==> src/rtl/mbx_pkg.sv <==
package mbx_pkg;

   typedef enum logic {
      LAYOUT_SHARED_EN = 1'b0,
      LAYOUT_SPLIT_EN  = 1'b1
   } irq_layout_e;

   localparam int REV_OFF   = 'h000;
   localparam int MSG_BASE  = 'h040;
   localparam int FULL_BASE = 'h080;
   localparam int CNT_BASE  = 'h0C0;
   localparam int IRQ_BASE  = 'h100;
   localparam int MAX_FIFOS = 16;

   function automatic int fifo_off(input int base, input int idx);
      return base + 4 * idx;
   endfunction

   function automatic int sts_off(input irq_layout_e lay, input int u);
      return (lay == LAYOUT_SHARED_EN) ? IRQ_BASE + 8 * u : IRQ_BASE + 4 + 16 * u;
   endfunction

   function automatic int en_off(input irq_layout_e lay, input int u);
      return (lay == LAYOUT_SHARED_EN) ? IRQ_BASE + 4 + 8 * u : IRQ_BASE + 8 + 16 * u;
   endfunction

   function automatic int clr_off(input int u);
      return IRQ_BASE + 12 + 16 * u;
   endfunction

endpackage

==> src/rtl/mbx_fifo.sv <==
module mbx_fifo #(
   parameter int DATA_W = 32,
   parameter int DEPTH  = 4,
   localparam int PTR_W = (DEPTH > 1) ? $clog2(DEPTH) : 1,
   localparam int CNT_W = $clog2(DEPTH + 1)
) (
   input  logic              clk,
   input  logic              rst_n,
   input  logic              push,
   input  logic              pop,
   input  logic [DATA_W-1:0] wdata,
   output logic [DATA_W-1:0] head,
   output logic [CNT_W-1:0]  count,
   output logic              full,
   output logic              empty
);

   initial begin
      assert (DEPTH >= 2 && (DEPTH & (DEPTH - 1)) == 0)
         else $error("mbx_fifo: DEPTH must be a power of two of at least 2");
   end

   logic [DATA_W-1:0] mem_q [DEPTH];
   logic [PTR_W-1:0]  wr_ptr_q, rd_ptr_q;
   logic              do_push, do_pop;

   assign full    = (count == CNT_W'(DEPTH));
   assign empty   = (count == '0);
   assign do_push = push && !full;
   assign do_pop  = pop && !empty;
   assign head    = empty ? '0 : mem_q[rd_ptr_q];

   always_ff @(posedge clk) begin
      if (!rst_n) begin
         wr_ptr_q <= '0;
         rd_ptr_q <= '0;
         count    <= '0;
         for (int i = 0; i < DEPTH; i++) mem_q[i] <= '0;
      end else begin
         if (do_push) begin
            mem_q[wr_ptr_q] <= wdata;
            wr_ptr_q        <= wr_ptr_q + 1'b1;
         end
         if (do_pop) rd_ptr_q <= rd_ptr_q + 1'b1;
         case ({do_push, do_pop})
            2'b10:   count <= count + 1'b1;
            2'b01:   count <= count - 1'b1;
            default: count <= count;
         endcase
      end
   end

   // occupancy never exceeds the storage
   a_r2_bounded: assert property (@(posedge clk) disable iff (!rst_n)
      count <= CNT_W'(DEPTH));

   // a push into a full FIFO leaves it full
   a_r3_drop_full: assert property (@(posedge clk) disable iff (!rst_n)
      (push && full && !pop) |=> (count == CNT_W'(DEPTH)));

   // popping an empty FIFO leaves it empty
   a_r4_empty_pop: assert property (@(posedge clk) disable iff (!rst_n)
      (pop && empty && !push) |=> (count == '0));

endmodule

==> src/rtl/mbx_decode.sv <==
module mbx_decode #(
   parameter int                   NUM_FIFOS = 4,
   parameter int                   NUM_USERS = 2,
   parameter int                   ADDR_W    = 12,
   parameter mbx_pkg::irq_layout_e LAYOUT    = mbx_pkg::LAYOUT_SHARED_EN
) (
   input  logic [ADDR_W-1:0]    addr,
   output logic                 rev_hit,
   output logic [NUM_FIFOS-1:0] msg_hit,
   output logic [NUM_FIFOS-1:0] full_hit,
   output logic [NUM_FIFOS-1:0] cnt_hit,
   output logic [NUM_USERS-1:0] sts_hit,
   output logic [NUM_USERS-1:0] en_hit,
   output logic [NUM_USERS-1:0] clr_hit
);

   assign rev_hit = (addr == ADDR_W'(mbx_pkg::REV_OFF));

   for (genvar m = 0; m < NUM_FIFOS; m++) begin : g_fifo
      assign msg_hit[m]  = (addr == ADDR_W'(mbx_pkg::fifo_off(mbx_pkg::MSG_BASE, m)));
      assign full_hit[m] = (addr == ADDR_W'(mbx_pkg::fifo_off(mbx_pkg::FULL_BASE, m)));
      assign cnt_hit[m]  = (addr == ADDR_W'(mbx_pkg::fifo_off(mbx_pkg::CNT_BASE, m)));
   end

   for (genvar u = 0; u < NUM_USERS; u++) begin : g_user
      assign sts_hit[u] = (addr == ADDR_W'(mbx_pkg::sts_off(LAYOUT, u)));
      assign en_hit[u]  = (addr == ADDR_W'(mbx_pkg::en_off(LAYOUT, u)));
      if (LAYOUT == mbx_pkg::LAYOUT_SPLIT_EN) begin : g_clr
         assign clr_hit[u] = (addr == ADDR_W'(mbx_pkg::clr_off(u)));
      end else begin : g_noclr
         assign clr_hit[u] = 1'b0;
      end
   end

endmodule

==> src/rtl/mbx_user_irq.sv <==
module mbx_user_irq #(
   parameter int                   EV_W   = 8,
   parameter mbx_pkg::irq_layout_e LAYOUT = mbx_pkg::LAYOUT_SHARED_EN
) (
   input  logic            clk,
   input  logic            rst_n,
   input  logic [EV_W-1:0] ev,
   input  logic [EV_W-1:0] wbits,
   input  logic            sts_wr,
   input  logic            en_wr,
   input  logic            clr_wr,
   output logic [EV_W-1:0] sts,
   output logic [EV_W-1:0] en,
   output logic            irq
);

   logic [EV_W-1:0] clr_mask;

   assign clr_mask = sts_wr ? wbits : '0;

   // events override a same-cycle write-one-to-clear
   always_ff @(posedge clk) begin
      if (!rst_n) sts <= '0;
      else        sts <= (sts & ~clr_mask) | ev;
   end

   if (LAYOUT == mbx_pkg::LAYOUT_SHARED_EN) begin : g_shared
      always_ff @(posedge clk) begin
         if (!rst_n)      en <= '0;
         else if (en_wr)  en <= wbits;
         else if (clr_wr) en <= en & ~wbits;
      end

      // whole-mask replacement
      a_r10_overwrite: assert property (@(posedge clk) disable iff (!rst_n)
         en_wr |=> (en == $past(wbits)));
   end else begin : g_split
      always_ff @(posedge clk) begin
         if (!rst_n)      en <= '0;
         else if (en_wr)  en <= en | wbits;
         else if (clr_wr) en <= en & ~wbits;
      end

      // set register only adds bits
      a_r11_set_adds: assert property (@(posedge clk) disable iff (!rst_n)
         en_wr |=> ((en & $past(wbits)) == $past(wbits)));

      // set register keeps bits already enabled
      a_r11_set_keeps: assert property (@(posedge clk) disable iff (!rst_n)
         en_wr |=> ((en & $past(en)) == $past(en)));

      // clear register removes the written bits
      a_r11_clr_removes: assert property (@(posedge clk) disable iff (!rst_n)
         (clr_wr && !en_wr) |=> ((en & $past(wbits)) == '0));
   end

   assign irq = |(sts & en);

   // a present event is latched on the next edge
   a_r7_event_latch: assert property (@(posedge clk) disable iff (!rst_n)
      (ev != '0) |=> ((sts & $past(ev)) == $past(ev)));

   // written ones with no event present are cleared
   a_r8_w1c: assert property (@(posedge clk) disable iff (!rst_n)
      (sts_wr && ((wbits & ~ev) != '0)) |=> ((sts & $past(wbits & ~ev)) == '0));

   // without a clear, status bits are sticky
   a_r7_sticky: assert property (@(posedge clk) disable iff (!rst_n)
      !sts_wr |=> ((sts & $past(sts)) == $past(sts)));

endmodule

==> src/rtl/ipc_mailbox.sv <==
module ipc_mailbox #(
   parameter int                   NUM_FIFOS  = 4,
   parameter int                   NUM_USERS  = 2,
   parameter int                   FIFO_DEPTH = 4,
   parameter int                   DATA_W     = 32,
   parameter int                   ADDR_W     = 12,
   parameter mbx_pkg::irq_layout_e LAYOUT     = mbx_pkg::LAYOUT_SHARED_EN,
   parameter logic [DATA_W-1:0]    REV_ID     = DATA_W'(32'h0000_0210)
) (
   input  logic                 clk,
   input  logic                 rst_n,
   input  logic [ADDR_W-1:0]    bus_addr,
   input  logic                 bus_wr,
   input  logic                 bus_rd,
   input  logic [DATA_W-1:0]    bus_wdata,
   output logic [DATA_W-1:0]    bus_rdata,
   output logic [NUM_USERS-1:0] irq
);

   localparam int EV_W   = 2 * NUM_FIFOS;
   localparam int CNT_W  = $clog2(FIFO_DEPTH + 1);
   localparam int TOP_OF = mbx_pkg::IRQ_BASE + 16 * NUM_USERS;

   initial begin
      assert (NUM_FIFOS >= 1 && NUM_FIFOS <= mbx_pkg::MAX_FIFOS)
         else $error("ipc_mailbox: NUM_FIFOS out of range");
      assert (NUM_USERS >= 1) else $error("ipc_mailbox: NUM_USERS must be positive");
      assert (EV_W <= DATA_W) else $error("ipc_mailbox: event bits exceed data width");
      assert (TOP_OF <= (1 << ADDR_W)) else $error("ipc_mailbox: ADDR_W too narrow");
   end

   logic                 rev_hit;
   logic [NUM_FIFOS-1:0] msg_hit, full_hit, cnt_hit;
   logic [NUM_USERS-1:0] sts_hit, en_hit, clr_hit;

   mbx_decode #(
      .NUM_FIFOS (NUM_FIFOS),
      .NUM_USERS (NUM_USERS),
      .ADDR_W    (ADDR_W),
      .LAYOUT    (LAYOUT)
   ) i_decode (
      .addr     (bus_addr),
      .rev_hit  (rev_hit),
      .msg_hit  (msg_hit),
      .full_hit (full_hit),
      .cnt_hit  (cnt_hit),
      .sts_hit  (sts_hit),
      .en_hit   (en_hit),
      .clr_hit  (clr_hit)
   );

   logic [DATA_W-1:0]    head_w [NUM_FIFOS];
   logic [CNT_W-1:0]     cnt_w  [NUM_FIFOS];
   logic [NUM_FIFOS-1:0] full_w, empty_w;
   logic [EV_W-1:0]      ev;

   for (genvar m = 0; m < NUM_FIFOS; m++) begin : g_fifo
      mbx_fifo #(
         .DATA_W (DATA_W),
         .DEPTH  (FIFO_DEPTH)
      ) i_fifo (
         .clk   (clk),
         .rst_n (rst_n),
         .push  (bus_wr && msg_hit[m]),
         .pop   (bus_rd && msg_hit[m]),
         .wdata (bus_wdata),
         .head  (head_w[m]),
         .count (cnt_w[m]),
         .full  (full_w[m]),
         .empty (empty_w[m])
      );
      assign ev[2*m]   = !empty_w[m];
      assign ev[2*m+1] = !full_w[m];
   end

   logic [EV_W-1:0] sts_w [NUM_USERS];
   logic [EV_W-1:0] en_w  [NUM_USERS];

   for (genvar u = 0; u < NUM_USERS; u++) begin : g_user
      mbx_user_irq #(
         .EV_W   (EV_W),
         .LAYOUT (LAYOUT)
      ) i_user (
         .clk    (clk),
         .rst_n  (rst_n),
         .ev     (ev),
         .wbits  (bus_wdata[EV_W-1:0]),
         .sts_wr (bus_wr && sts_hit[u]),
         .en_wr  (bus_wr && en_hit[u]),
         .clr_wr (bus_wr && clr_hit[u]),
         .sts    (sts_w[u]),
         .en     (en_w[u]),
         .irq    (irq[u])
      );
   end

   logic [DATA_W-1:0] rd_val;

   always_comb begin
      rd_val = '0;
      if (rev_hit) rd_val = REV_ID;
      for (int m = 0; m < NUM_FIFOS; m++) begin
         if (msg_hit[m])  rd_val = head_w[m];
         if (full_hit[m]) rd_val = DATA_W'(full_w[m]);
         if (cnt_hit[m])  rd_val = DATA_W'(cnt_w[m]);
      end
      for (int u = 0; u < NUM_USERS; u++) begin
         if (sts_hit[u])              rd_val = DATA_W'(sts_w[u]);
         if (en_hit[u] || clr_hit[u]) rd_val = DATA_W'(en_w[u]);
      end
   end

   always_ff @(posedge clk) begin
      if (!rst_n)      bus_rdata <= '0;
      else if (bus_rd) bus_rdata <= rd_val;
   end

   // read data is held between read strobes
   a_r12_rdata_hold: assert property (@(posedge clk) disable iff (!rst_n)
      !bus_rd |=> $stable(bus_rdata));

   // at most one register answers an address
   a_r12_decode_unique: assert property (@(posedge clk) disable iff (!rst_n)
      $onehot0({rev_hit, msg_hit, full_hit, cnt_hit, sts_hit, en_hit, clr_hit}));

   // the revision read returns the constant
   a_r1_revision: assert property (@(posedge clk) disable iff (!rst_n)
      (bus_rd && rev_hit) |=> (bus_rdata == REV_ID));

endmodule

==> config.mk <==
export PLATFORM = sky130hd
export DESIGN_NAME = ipc_mailbox
export DESIGN_NICKNAME = d
export VERILOG_FILES = /design/src/rtl/mbx_pkg.sv /design/src/rtl/mbx_fifo.sv /design/src/rtl/mbx_decode.sv /design/src/rtl/mbx_user_irq.sv /design/src/rtl/ipc_mailbox.sv
export SDC_FILE = /design/constraint.sdc
export NUM_CORES = 1
export LEC_CHECK = 0
export ABC_CLOCK_PERIOD_IN_PS = 5900
export CAP_MARGIN = 40
export CORE_UTILIZATION = 55
export CTS_CLUSTER_SIZE = 24
export DETAILED_ROUTE_END_ITERATION = 8
export HOLD_SLACK_MARGIN = 0.12
export PLACE_DENSITY = 0.82
export SKIP_LAST_GASP = 1
export SLEW_MARGIN = 20
export SYNTH_ARGS = -nofsm -noshare
export SYNTH_HDL_FRONTEND = slang
export SYNTH_SLANG_ARGS = --single-unit
==> constraint.sdc <==
create_clock -name clk -period 5.9 [get_ports clk]
set_input_delay 1.475 -clock clk [delete_from_list [all_inputs] [get_ports clk]]
set_output_delay 1.475 -clock clk [all_outputs]
set_load 0.01 [all_outputs]
# ---- Word-level counts from Yosys, hierarchy flattened
# Memories as Yosys holds them, arrays and structs flattened. A register that Yosys moved wholly into a read port is not among the register bits.
# Index checks and enable logic that the tools add are counted.
dict set report word_totals {
  output_inout_bits 34
  elab_cells 176
  ff_bits 92
  ramBits 512
  memories 4
  inputBits 48
}
# memory depth word_bits read_ports rd_clocked_by_memory_dff wr line_no
set mem_list {}
lappend mem_list {{g_fifo[0].i_fifo.mem_q} 4 32 1 1 4 mbx_fifo.sv:23} ;# logic [DATA_W-1:0] mem_q [DEPTH];
lappend mem_list {{g_fifo[1].i_fifo.mem_q} 4 32 1 1 4 mbx_fifo.sv:23}
lappend mem_list {{g_fifo[2].i_fifo.mem_q} 4 32 1 1 4 mbx_fifo.sv:23}
lappend mem_list {{g_fifo[3].i_fifo.mem_q} 4 32 1 1 4 mbx_fifo.sv:23}
dict set report classes {
  bitwise 8
  eq_ne 28
  add_sub_neg 16
  n_reduce_logical 43
  n_mux 60
}
# op n
set op_table {}
lappend op_table {{32-bit two-way mux} 24}
lappend op_table {{32-bit OR reduction} 4}
lappend op_table {{12-bit by 8-bit == test with 1-bit output, second input constant} 8}
lappend op_table {{12-bit by 7-bit == test with 1-bit output, second input constant} 4}
lappend op_table {{12-bit by 9-bit == test with 1-bit output, second input constant} 4}
lappend op_table {{8-bit AND} 4}
lappend op_table {{2-bit two-way mux} 12}
lappend op_table {{3-bit one-hot mux with 2 select lines} 4}
lappend op_table {{1-bit logical AND} 20}
lappend op_table {{1-bit two-way mux} 17}
lappend op_table {{2-bit by 1-bit adder with 2-bit output, second input constant} 8}
lappend op_table {{8-bit two-way mux} 2}
lappend op_table {{8-bit inverter} 2}
lappend op_table {{8-bit OR} 2}
lappend op_table {{8-bit OR reduction} 2}
lappend op_table {{3-bit by 1-bit adder with 3-bit output, second input constant} 4}
lappend op_table {{3-bit == test, second input constant} 4}
lappend op_table {{12-bit zero test} 1}
lappend op_table {{3-bit zero test} 4}
lappend op_table {{3-bit by 1-bit subtractor with 3-bit output, second input constant} 4}
lappend op_table {{10-bit two-way mux} 1}
lappend op_table {{2-bit by 1-bit == test with 1-bit output, second input constant} 4}
lappend op_table {{2-bit == test, second input constant} 4}
lappend op_table {{1-bit zero test} 8}
lappend op_table {{2-bit nonzero test} 4}

# ---- Longest topological paths before layout
dict set report depth {
  ltp_word 18
  ltp_mapped 12
  depth_no_buf 10
}

# ---- By module
# From an unflattened synthesis, not the netlist that was laid out.
dict set report hier_totals {
  cells_unflattened 2133
  area_unflattened_um2 29449.5
}
# mod seq_area_each_um2 area_per_inst_um2 n_inst cells_per_inst
set by_module_without_submodules {}
lappend by_module_without_submodules {{mbx_fifo (g_fifo[0].i_fifo ...)} 4023.9 6254.7 3 396}
lappend by_module_without_submodules {{mbx_fifo (g_fifo[1].i_fifo)} 4023.9 6257.3 1 396}
lappend by_module_without_submodules {ipc_mailbox 640.6 2672.6 1 356}
lappend by_module_without_submodules {mbx_user_irq 320.3 738.2 2 81}
lappend by_module_without_submodules {mbx_decode 0.0 279.0 1 31}

# ---- Least setup slack after synthesis
# No wires, ideal clock.
dict set report synth_timing {
  kind {input-to-reg}
  startpoint {in bus_addr[3]}
  endpoint {mem g_fifo[0].i_fifo.mem_q[1][0], enable pin}
  slack_ns 0.369
  setup_ns 0.466
  required_time_ns 5.434
  t_arrival_ns 5.066
  path_buffers 2
  cell_stages 6
  path_cell_list {clkbuf_1 nor4_1 clkbuf_1 and3_1 nand2_1 o21ai_0}
}
# element line_no
set synth_lines {}
lappend synth_lines {{start, declared} ipc_mailbox.sv:12} ;# input logic [ADDR_W-1:0] bus_addr,
lappend synth_lines {{end, declared} mbx_fifo.sv:23}

# ---- Worst setup path in the final report
dict set report layout_timing {
  startpoint {in bus_addr[6]}
  endpoint {reg g_fifo[0].i_fifo.count[2]}
}
dict set report layout_between {
  elab_chain_cells 5
  word_cells_on_any_way 9
  cone_classes {eq/ne (3); mux (1); reduce/logical (5)}
}
# element line_no
set layout_lines {}
lappend layout_lines {{12-bit by 7-bit == test with 1-bit output (*)} mbx_decode.sv:20} ;# assign msg_hit[m] = (addr == ADDR_W'(mbx_pkg::fifo_off(mbx_pkg::MSG_BASE, m)));
lappend layout_lines {{1-bit logical AND (*)} ipc_mailbox.sv:65} ;# .pop (bus_rd && msg_hit[m]),
lappend layout_lines {{1-bit logical AND (*)} mbx_fifo.sv:30} ;# assign do_pop = pop && !empty;
lappend layout_lines {{via g_fifo[0].i_fifo.do_pop} mbx_fifo.sv:25} ;# logic do_push, do_pop;
lappend layout_lines {{2-bit by 1-bit == test with 1-bit output / 2-bit == test (equally long branches)} mbx_fifo.sv:45} ;# case ({do_push, do_pop})
lappend layout_lines {{3-bit one-hot mux with 2 select lines / 2-bit nonzero test (equally long branches)} n/a}
lappend layout_lines {{end signal, assigned} mbx_fifo.sv:46} ;# 2'b10: count <= count + 1'b1;
lappend layout_lines {{end signal, assigned} mbx_fifo.sv:47} ;# 2'b01: count <= count - 1'b1;
lappend layout_lines {{end signal, assigned} mbx_fifo.sv:48} ;# default: count <= count;
lappend layout_lines {{end, declared} mbx_fifo.sv:13} ;# output logic [CNT_W-1:0] count,
# Mark *: on every way through the listed nets, which the timed path passes. The rest lies on a longest branch.
# A chain may end at the register's enable or synchronous reset.

==> results by group <==
Floorplan
  • Overall die width: 224 um
  • Die span in y: 224 um
  • Floorplan row count: 80
  • Placeable core area: 48,100 um^2
  • Initial core utilization: 56.2%
  • # IOs: 82
  • Full die area: 50,100 um^2

CTS
  • Number of clock sinks: 612
  • Clock tree buffer depth: 3
  • CTS tree: built
  • Clock H-tree levels: 2
  • Clock latency at the later pin of the worst-skew pair: 640 ps
  • Total setup buffers inserted after CTS: 0
  • Total clock buffers created by CTS: 57
  • Cell at the root of the clock tree: clkbuf_16
  • Post-CTS Hold Fix Bufs: 0
  • Clock-pin slew reported for the worst setup and hold paths after clock tree synthesis: 70 ps
  • Post-CTS resize count: 0

Yosys
  • Post-synthesis cell area: 27,100 um^2
  • Leading post-synthesis cells by cell area: edfxtp_1 (57%), mux4_2 (11%), dfxtp_1 (7.4%)
  • Post-Synthesis Net Count: 2,138
  • Cell type contributing the most total cell area after synthesis: edfxtp_1
  • Register bit count reported by yosys: 612
  • Avg Synthesized Cell Area: 13.0 um^2
  • Post-Syn Instances: 2,082
  • Ranking of synthesized cells by instance count: edfxtp_1 (512), nor2_1 (321), inv_1 (175)
  • Fraction of synthesized cell area taken by the top area cell type: 56.8%
  • Number of flops mapped to enable cells by yosys: 512
  • Share of synthesized area occupied by flip-flops and latches: 64.2%
  • Top flip-flop cell by instance count after synthesis: edfxtp_1
  • Cell with the most instances after synthesis: edfxtp_1
  • Post-synth cell types: 62
  • Synth warnings: 0
  • Share of async-settable or async-resettable flops after synthesis: 0%

Worst setup path
  • Startpoint of the worst register-to-register path: g_fifo[2].i_fifo.count[2]$_SDFFE_PN0P_
  • Endpoint class of the critical path: flop
  • Number of cells traversed by the worst register-to-register path: 10
  • Worst-path cell chain: clkdlybuf4s50_1 -> buf_4 -> or4b_1 -> nor4_4 -> and2_2 -> ha_1 -> inv_1 -> fa_1 -> xor2_1 -> or3_1 -> a21oi_1
  • Worst path depth: 11
  • Capturing element of the worst setup path: g_fifo[0].i_fifo.count[2]$_SDFFE_PN0P_
  • Count of buffering cells on the critical path with inverters included: 3
  • Worst-case register-to-register setup slack: 2920 ps
  • Crit path from: bus_addr[6]
  • Cell class contributing the biggest share of worst-path delay: simple AND/OR/NAND/NOR gates
  • Max stage delay on crit path: 690 ps
  • Destination of the worst register-to-register timing path: g_fifo[2].i_fifo.count[2]$_SDFFE_PN0P_
  • Crit-path max FO: 17
  • Type of the worst setup path: primary input to flop
  • Critical Path AT: 4690 ps
  • Slowest library cell on the worst path: or4b_1
  • Crit path launch type: primary input
  • Required time of the critical path: 6440 ps

Power and ir drop
  • Static Leakage: 11.3 nW
  • Power per unit of standard cell area: 291 nW/um^2
  • Clock power share: 42.9%
  • Net switching share of the total power: 21.2%
  • Net Sw Power: 0.00191 W
  • Part of the power in registers: 53.6%
  • Part of the power in combinational logic: 3.5%
  • Total chip power: 0.00899 W
  • Maximum VDD drop: 0.275 mV
  • Cell-internal power: 0.00708 W

Global routing
  • Met2 Use GR: 47.9%
  • Global routing met3 resource utilization: 5.76%
  • Largest net degree at the start of global routing: 63
  • GR Util met1: 41.1%
  • Initial antenna violation count: 6
  • Top Usage Layer GRT: met2
  • Wire length of the first global-routing pass: 110,000 um
  • Vias in the first global route: 17.9k
  • Residual overflow from global routing: 0
  • Total Routing Usage GR: 29.8%

STA
  • TNS Setup: 0 ps
  • Worst hold margin: 487 ps
  • Max-slew headroom: 40.7%
  • Final Max Slew Viols: 0
  • Worst-Margin Slew: 887 ps
  • Period utilization: 70.3%
  • Final worst path period need: 4150 ps
  • Number of hold-slack violations in the final timing report: 0
  • Total setup violations reported at the end of the flow: 0
  • Achievable frequency: 0.241 GHz
  • Post-route clock skew: 37.4 ps
  • Setup repair after global routing missed its margin: false

Min path
  • Worst hold path class: flop to flop

Routing
  • Violation count after the first detailed-route iteration: 2,437
  • Pre-Repair DR Iteration Count: 5
  • Final Routed Wirelength: 73,500 um
  • Mean number of vias per cell: 6.26
  • DR vias: 17.9k
  • Remaining antenna violation count: 0
  • Detailed-route DRC error count: 0
  • Wirelength per Cell: 25.8 um

Final layout
  • Number of nets in the finished design: 2,202
  • Proportion of layout cells with a drive suffix above 1: 15.1%
  • Inserted Diodes: 0
  • Util after Layout: 64.0%
  • Synthesis-to-layout area growth: 14.0%

Placed design
  • Number of buffers added on ports: 81
  • Routability congestion estimate: 0.926
  • Total half-perimeter wirelength after legalization and detailed placement: 44,300 um

Outcome
  • Status: finished, final reports clean

Run
  • Max-capacitance violation count: 0
[state kept, by name (all words and copies together) (netlist names), named ones only]
name and flops:
g_fifo.i_fifo.mem_q 512, bus_rdata 32, g_user.i_user.en 16, g_user.i_user.sts 16, g_fifo.i_fifo.count 12, g_fifo.i_fifo.rd_ptr_q 8
g_fifo.i_fifo.wr_ptr_q 8
[per-layer routing]
metal / routed length [um] / share of wire, %
met5: 25 / 0.034
met4: 1980 / 2.7
met3: 8610 / 12
met2: 35400 / 48
met1: 27500 / 37
[per-stage QoR]
step	instance area, um^2	setup slack, ps	instances
3_5_place_dp	28800	1170	2742
5_1_grt	30800	1610	2850
2_1_floorplan	27100	369	2082
6_report	30800	1750	2850
3_3_place_gp	28800	1230	2739
4_1_cts	30800	1800	2849
[worst min-delay path by stage]
stage / from / to / slack [ps] / cells past startpoint
after floorplan: g_user[1].i_user.sts[4]$_SDFF_PN0_ / g_user[1].i_user.sts[4]$_SDFF_PN0_ / 450 / 2
after global placement: bus_rdata[2]$_SDFFE_PN0P_ / bus_rdata[2]$_SDFFE_PN0P_ / 440 / 2
after detailed placement: bus_rdata[2]$_SDFFE_PN0P_ / bus_rdata[2]$_SDFFE_PN0P_ / 470 / 2
after CTS: g_user[1].i_user.sts[5]$_SDFF_PN0_ / g_user[1].i_user.sts[5]$_SDFF_PN0_ / 490 / 2
after global routing: g_user[1].i_user.sts[6]$_SDFF_PN0_ / g_user[1].i_user.sts[6]$_SDFF_PN0_ / 510 / 2
final: bus_rdata[2]$_SDFFE_PN0P_ / bus_rdata[2]$_SDFFE_PN0P_ / 490 / 2
[worst min-delay path, cell delays in order (launching register included)]
cell	delay (ps)
dfxtp_1	320
nand2_1	60
nand3_1	60
[power groups by stage]
stage	registers, W	clock network [W]	logic [W]
after floorplan	0.00490	0	0.000141
after global placement	0.00490	0	0.000304
after detailed placement	0.00491	0	0.000310
after CTS	0.00482	0.00387	0.000312
after global routing	0.00482	0.00401	0.000328
final	0.00482	0.00385	0.000319
[final cells by class]
| type | count | area, um^2 |
|---|---|---|
| Timing Repair Buffer | 147 | 1350 |
| Fill cell | 3247 | 17300 |
| Sequential cell | 612 | 17400 |
| Inverter | 176 | 661 |
| Clock inverter | 39 | 413 |
| Multi-Input combinational cell | 1152 | 8650 |
| Tap cell | 656 | 821 |
| Clock buffer | 68 | 1560 |
[cell usage in the layout (no fill, tap or decap), types with 12 or more instances in the layout]
cell             Yosys  final
a22o_1              28     28
buf_4                5     60
dfxtp_1            100     96
a21oi_1             48     48
and2_1             160    160
clkdlybuf4s50_1      0     79
edfxtp_1           512    512
a22oi_1             16     16
clkbuf_16            0     61
o22ai_1             24     24
mux4_2             129    129
nand3_1             31     31
clkinv_2             0     13
nor2_1             321    318
xor2_1              15     15
nand2_1            169    169
clkinv_1             0     12
inv_1              175    175
a221oi_1            24     24
o21ai_0             39     28
mux2i_1             17     17
[kinds of logic (layout without fill, tap and decap cells)]
| kind of cell | count (synthesis) | count (layout) | share of synthesized area [%] |
|---|---|---|---|
| and+or+nand+nor | 763 | 763 | 13.4 |
| DFF | 612 | 612 | 64.2 |
| buffers and inverters | 318 | 430 | 4.60 |
| AOI/OAI and AO/OA | 210 | 210 | 5.16 |
| muxes | 147 | 147 | 11.4 |
| xor gates and xnor gates | 24 | 24 | 0.777 |
| adders and majority gates | 8 | 8 | 0.481 |
Power figures use the tool's default switching activity.
